File: src/rtl/rxq_pkg.sv
package rxq_pkg;
  // error status bit positions
  localparam int ERR_OVR = 0;
  localparam int ERR_PAR = 1;
  localparam int ERR_FRM = 2;
  localparam int ERR_BRK = 3;
  localparam int ERR_W   = 4;
  // status word layout
  localparam int STAT_CNT_W = 8;
  localparam int STAT_FULL  = 8;
  localparam int STAT_W     = 9;
endpackage

File: src/rtl/rxq_ring.sv
module rxq_ring #(
  parameter int DEPTH = 16,
  parameter int W     = 8,
  localparam int AW   = $clog2(DEPTH),
  localparam int CW   = AW + 1
) (
  input  logic          clk,
  input  logic          rst,
  input  logic          flush,
  input  logic          push,
  input  logic [W-1:0]  push_byte,
  input  logic          pop,
  output logic [W-1:0]  pop_byte,
  output logic [CW-1:0] level
);
  // pointers carry one extra wrap bit so full and empty differ
  logic [W-1:0]  mem [DEPTH];
  logic [AW:0]   sp, rp;

  always_ff @(posedge clk) begin
    if (push) mem[sp[AW-1:0]] <= push_byte;
  end

  always_ff @(posedge clk) begin
    if (rst) pop_byte <= '0;
    else if (pop) pop_byte <= mem[rp[AW-1:0]];
  end

  always_ff @(posedge clk) begin
    if (rst || flush) begin
      sp <= '0;
      rp <= '0;
    end else begin
      if (push) sp <= sp + 1'b1;
      if (pop)  rp <= rp + 1'b1;
    end
  end

  assign level = sp - rp;
endmodule

File: src/rtl/rxq_hold.sv
module rxq_hold #(
  parameter int W = 8
) (
  input  logic         clk,
  input  logic         rst,
  input  logic         load,
  input  logic [W-1:0] load_byte,
  input  logic         take,
  output logic [W-1:0] hold_byte,
  output logic         hold_rdy
);
  always_ff @(posedge clk) begin
    if (rst) begin
      hold_byte <= '0;
      hold_rdy  <= 1'b0;
    end else begin
      if (load) hold_byte <= load_byte;
      if (load) hold_rdy <= 1'b1;
      else if (take) hold_rdy <= 1'b0;
    end
  end
endmodule

File: src/rtl/rxq_buffer.sv
module rxq_buffer
  import rxq_pkg::*;
#(
  parameter int DEPTH = 16,
  parameter int W     = 8,
  localparam int CW   = $clog2(DEPTH) + 1
) (
  input  logic                clk,
  input  logic                rst,
  input  logic                fifo_on,
  input  logic                flush,
  input  logic                line_valid,
  input  logic [W-1:0]        line_data,
  input  logic                line_brk,
  input  logic                rd_data,
  input  logic                rd_err,
  input  logic                irq_clr,
  output logic [W-1:0]        rx_byte,
  output logic [ERR_W-1:0]    err_word,
  output logic [STAT_W-1:0]   stat_word,
  output logic                data_ready,
  output logic                err_irq
);
  logic [CW-1:0]    level, lvl_nxt;
  logic             full, empty, arrive;
  logic [W-1:0]     abyte, ring_byte, hold_byte;
  logic             pop_ok, push_ok, ovr, under;
  logic             hold_rdy, fifo_rdy_q, mode_q, src_ring_q;
  logic [W-1:0]     side_q;
  logic [ERR_W-1:0] err_q, err_set;

  assign full   = (level == CW'(DEPTH));
  assign empty  = (level == '0);
  assign arrive = line_brk | line_valid;
  assign abyte  = line_brk ? '0 : line_data;

  assign pop_ok  = fifo_on & rd_data & ~flush & ~empty;
  assign push_ok = fifo_on & arrive & ~flush & (~full | pop_ok);
  assign ovr     = fifo_on & arrive & ~flush & full & ~pop_ok;
  assign under   = fifo_on & rd_data & ~flush & empty;

  always_comb begin
    if (flush) lvl_nxt = '0;
    else       lvl_nxt = level + CW'(push_ok) - CW'(pop_ok);
  end

  rxq_ring #(.DEPTH(DEPTH), .W(W)) u_ring (
    .clk(clk), .rst(rst), .flush(flush),
    .push(push_ok), .push_byte(abyte),
    .pop(pop_ok), .pop_byte(ring_byte),
    .level(level)
  );

  rxq_hold #(.W(W)) u_hold (
    .clk(clk), .rst(rst),
    .load(~fifo_on & arrive), .load_byte(abyte),
    .take(~fifo_on & rd_data),
    .hold_byte(hold_byte), .hold_rdy(hold_rdy)
  );

  // read data source: ring output register, or a captured side value
  always_ff @(posedge clk) begin
    if (rst) begin
      src_ring_q <= 1'b0;
      side_q     <= '0;
    end else if (rd_data) begin
      src_ring_q <= pop_ok;
      side_q     <= fifo_on ? '0 : hold_byte;
    end
  end
  assign rx_byte = src_ring_q ? ring_byte : side_q;

  always_ff @(posedge clk) begin
    if (rst) begin
      stat_word  <= '0;
      fifo_rdy_q <= 1'b0;
      mode_q     <= 1'b0;
    end else begin
      stat_word[STAT_FULL] <= (lvl_nxt == CW'(DEPTH));
      stat_word[STAT_CNT_W-1:0] <= (lvl_nxt == CW'(DEPTH)) ? '0 : STAT_CNT_W'(lvl_nxt);
      fifo_rdy_q <= (lvl_nxt != '0);
      mode_q     <= fifo_on;
    end
  end
  assign data_ready = mode_q ? fifo_rdy_q : hold_rdy;

  always_comb begin
    err_set          = '0;
    err_set[ERR_OVR] = ovr;
    err_set[ERR_BRK] = line_brk;
  end

  always_ff @(posedge clk) begin
    if (rst) begin
      err_q    <= '0;
      err_word <= '0;
      err_irq  <= 1'b0;
    end else begin
      err_q   <= (rd_err ? '0 : err_q) | err_set;
      if (rd_err) err_word <= err_q;
      err_irq <= (err_irq & ~irq_clr) | ovr | under;
    end
  end
endmodule

File: config.mk
export PLATFORM = sky130hd
export DESIGN_NAME = rxq_buffer
export DESIGN_NICKNAME = d
export VERILOG_FILES = /design/src/rtl/rxq_pkg.sv /design/src/rtl/rxq_ring.sv /design/src/rtl/rxq_hold.sv /design/src/rtl/rxq_buffer.sv
export SDC_FILE = /design/constraint.sdc
export NUM_CORES = 1
export LEC_CHECK = 0
export ABC_AREA = 1
export BUFFER_PORTS_ARGS = -buffer_cell sky130_fd_sc_hd__clkbuf_2
export CAP_MARGIN = 40
export CORE_ASPECT_RATIO = 1.75
export CORE_MARGIN = 5
export CORE_UTILIZATION = 55
export CTS_BUF_LIST = sky130_fd_sc_hd__clkbuf_16
export DETAILED_ROUTE_END_ITERATION = 8
export PLACE_DENSITY = 0.73
export SYNTH_ARGS = -nofsm -noshare
export SYNTH_HDL_FRONTEND = slang
export SYNTH_HIERARCHICAL = 1
export SYNTH_SLANG_ARGS = --single-unit
File: constraint.sdc
create_clock -name clk -period 4 [get_ports clk]
set_clock_uncertainty 0.1 [all_clocks]
set_input_delay 0.2 -clock clk [delete_from_list [all_inputs] [get_ports clk]]
set_output_delay 0.2 -clock clk [all_outputs]
set_load 0.01 [all_outputs]
==> metrics.cfg <==
[outcome]
outcome = completed

[detailed_routing]
ant_nets = 0
wl_per_cell_um = 17.8
first_pass_iters = 6
viasPerCell = 5.50
drt_first_iter_violations = 451
drc = 0
vias = 5675
wl_mm = 18.3

[power]
switchingPower_uw = 851
p_total_mw = 3.70
comb_power_share = 0.037
ir_worst_vdd_mv = 0.327
switching_share = 0.230
p_int_mw = 2.85
p_clk_frac = 0.425
pwr-share-seq = 0.538
leakagePower_nw = 3.57
p_per_area_nw_per_um2 = 426

[die]
die-area_um2 = 16500
fp.dieW_um = 99.3
core_um2 = 13800
ios = 40
num_rows = 57
start_util = 0.558
die_y_um = 166

[place]
gp_congestion = 0.921
dp.cells = 997
dp_slack_ns = 0.122
port_buffers = 34
dp_hpwl_mm = 12.7

[grt]
grt_first_pass_wirelength_mm = 29.0
gr-usage-all-layers = 0.230
antenna_found_initial = 0
overflow = 0
grt_max_degree = 69
grt_pass1_vias = 5807

[final_layout]
drive_gt1_frac = 0.136
mostFrequentLayoutCells = 257 x nand2_1, 128 x edfxtp_1, 93 x nand3_1
final_common_cell = nand2_1
instances_no_fill = 1032
nFillCells = 1062
nNetsFinal = 875
area_growth_pct = 13.1
insertedDiodeCount = 0

[clock_tree]
cts_tree = done
htreeDepth = 4
cts_buffers = 17
clock_latency_ns = 0.42
cts_buffer_depth = 2
cts.sinks = 177
cts-root-buf = clkbuf_16
clk_pin_slew_worst_paths_ns = 0.07

[sta]
slew_viol_final = 0
period_minus_slack_ns = 3.73
tightestPinTransition_ns = 0.784
setup_ws_ns = 0.267
setup_violations = 0
maxSlewHeadroom = 0.475
fmax_mhz = 268
setup_tns_ns = 0
period_share = 0.933
hold_viol = 0
whs_ns = 0.0280

[setup_path]
r2r_cells = 23
critPathLaunchType = flip-flop
worstSetupEndpointType = flip-flop
path_max_fanout = 5
cp.required_ns = 4.24
startpoint = u_ring/sp[0]
crit_type = flip-flop to flip-flop
worstPathArrival_ns = 3.97
r2r-start = u_ring/sp[0]

[logic_synthesis]
yosys_warnings = 6
syn_area_per_cell_um2 = 9.65
syn_inst = 795
synth_cell_types = 31
synth-seq-cells = 177
synth.cell_area_um2 = 7670
synth-seq-area-share = 0.629

[hold_path]
whs_path_depth = 5
min_path_type = primary input to flip-flop
min_from = line_data[0]

[job]
drv_cap = 0

## kinds of logic after synthesis
kind of cell | share of synthesized area
AO/OA/AOI/OAI | 0.0280
adder cells (fa/ha/maj) | 0.0280
XOR/XNOR | 0.00457
multiplexers | 0.0132
flip-flops | 0.629
other | 0.000489
buffers and inverters | 0.0569
AND/OR/NAND/NOR | 0.240
## layout make-up
| class | instances | area, um2 | share of cell area |
|---|---|---|---|
| Sequential cell | 177 | 4830 | 0.556 |
| Multi-Input combinational cell | 523 | 2450 | 0.282 |
| Clock buffer | 17 | 425 | 0.0490 |
| Timing Repair Buffer | 60 | 383 | 0.0441 |
| Inverter | 63 | 241 | 0.0278 |
| Tap cell | 177 | 221 | 0.0255 |
| Clock inverter | 15 | 136 | 0.0157 |
## synth_stat cells (all sizes together)
cell type	number	share of area
a21oi	24	0.016
a31oi	3	0.0024
buf	31	0.024
clkbuf	5	0.0024
clkinv	3	0.0015
conb	1	0.00049
dfxtp	49	0.13
edfxtp	128	0.50
fa	2	0.0052
ha	14	0.023
inv	60	0.029
mux2	9	0.013
nand2	258	0.13
nand3	93	0.061
nand3b	1	0.00098
nor2	83	0.042
nor3	10	0.0078
nor3b	1	0.00098
nor4	1	0.00082
o21a	1	0.00098
o21ai	13	0.0085
or2	1	0.00082
xnor2	1	0.0011
xor2	3	0.0034
## final timing paths
path | slack (ns) | endpoint
setup reg to reg | 0.27 | stat_word[0]
hold reg to reg | 0.36 | side_q[6]
setup / recovery | 0.27 | stat_word[0]
hold / removal | 0.03 | u_hold/hold_byte[0]
## state kept, by name, summed over array words and instances, names as in the netlist
register / cells
stat_word: 6
err_q: 2
u_ring/sp: 5
mode_q: 1
u_ring/mem: 128
src_ring_q: 1
u_hold/hold_rdy: 1
u_ring/pop_byte: 8
u_ring/rp: 5
side_q: 8
fifo_rdy_q: 1
err_irq: 1
u_hold/hold_byte: 8
err_word: 2
## per-stage QoR
| step | instance area, um2 | utilization |
|---|---|---|
| 4_1_cts | 8650 | 0.628 |
| 3_3_place_gp | 8050 | 0.585 |
| 2_1_floorplan | 7690 | - |
| 6_report | 8680 | 0.631 |
| 3_5_place_dp | 8070 | 0.586 |
| 5_1_grt | 8680 | 0.631 |
## timing repair
| item | 4_1_cts | 5_1_grt |
|---|---|---|
| setup buffers | 0 | 1 |
| hold buffers | 2 | 0 |
| setup endpoints to repair | 0 | 7 |
| hold endpoints to repair | 3 | 0 |
| resized for setup | 0 | 8 |
## power by group through the flow
stage	clock network, mW	registers [mW]	logic, mW
floorplan	0	2.03	0.0803
global placement	0	2.03	0.129
finish	1.57	1.99	0.137
CTS	1.59	1.99	0.136
detailed placement	0	2.03	0.133
global route	1.68	1.99	0.152
## per-layer routing
metal,GRT usage,part of all wire,vias to the layer above
li1,-,-,2696
met1,0.231,0.34,2683
met2,0.427,0.55,228
met3,0.0387,0.048,68
met4,0.142,0.065,0
met5,0,0,-
## critical path, cell delays in order, from the launching register on
cell,delay [ns]
dfxtp_1,0.35
inv_1,0.12
ha_1,0.15
inv_1,0.06
fa_1,0.40
xor2_1,0.20
inv_1,0.09
ha_1,0.20
nand2_1,0.08
nor2_2,0.05
nand2_1,0.05
nand2_1,0.11
nor2_2,0.16
inv_1,0.07
nand2_1,0.06
ha_1,0.19
inv_1,0.07
fa_1,0.42
or2_1,0.24
nand3_1,0.10
inv_2,0.05
nand2_2,0.10
nor2_4,0.06
nor3_1,0.16
Power figures use the tool's default switching activity.
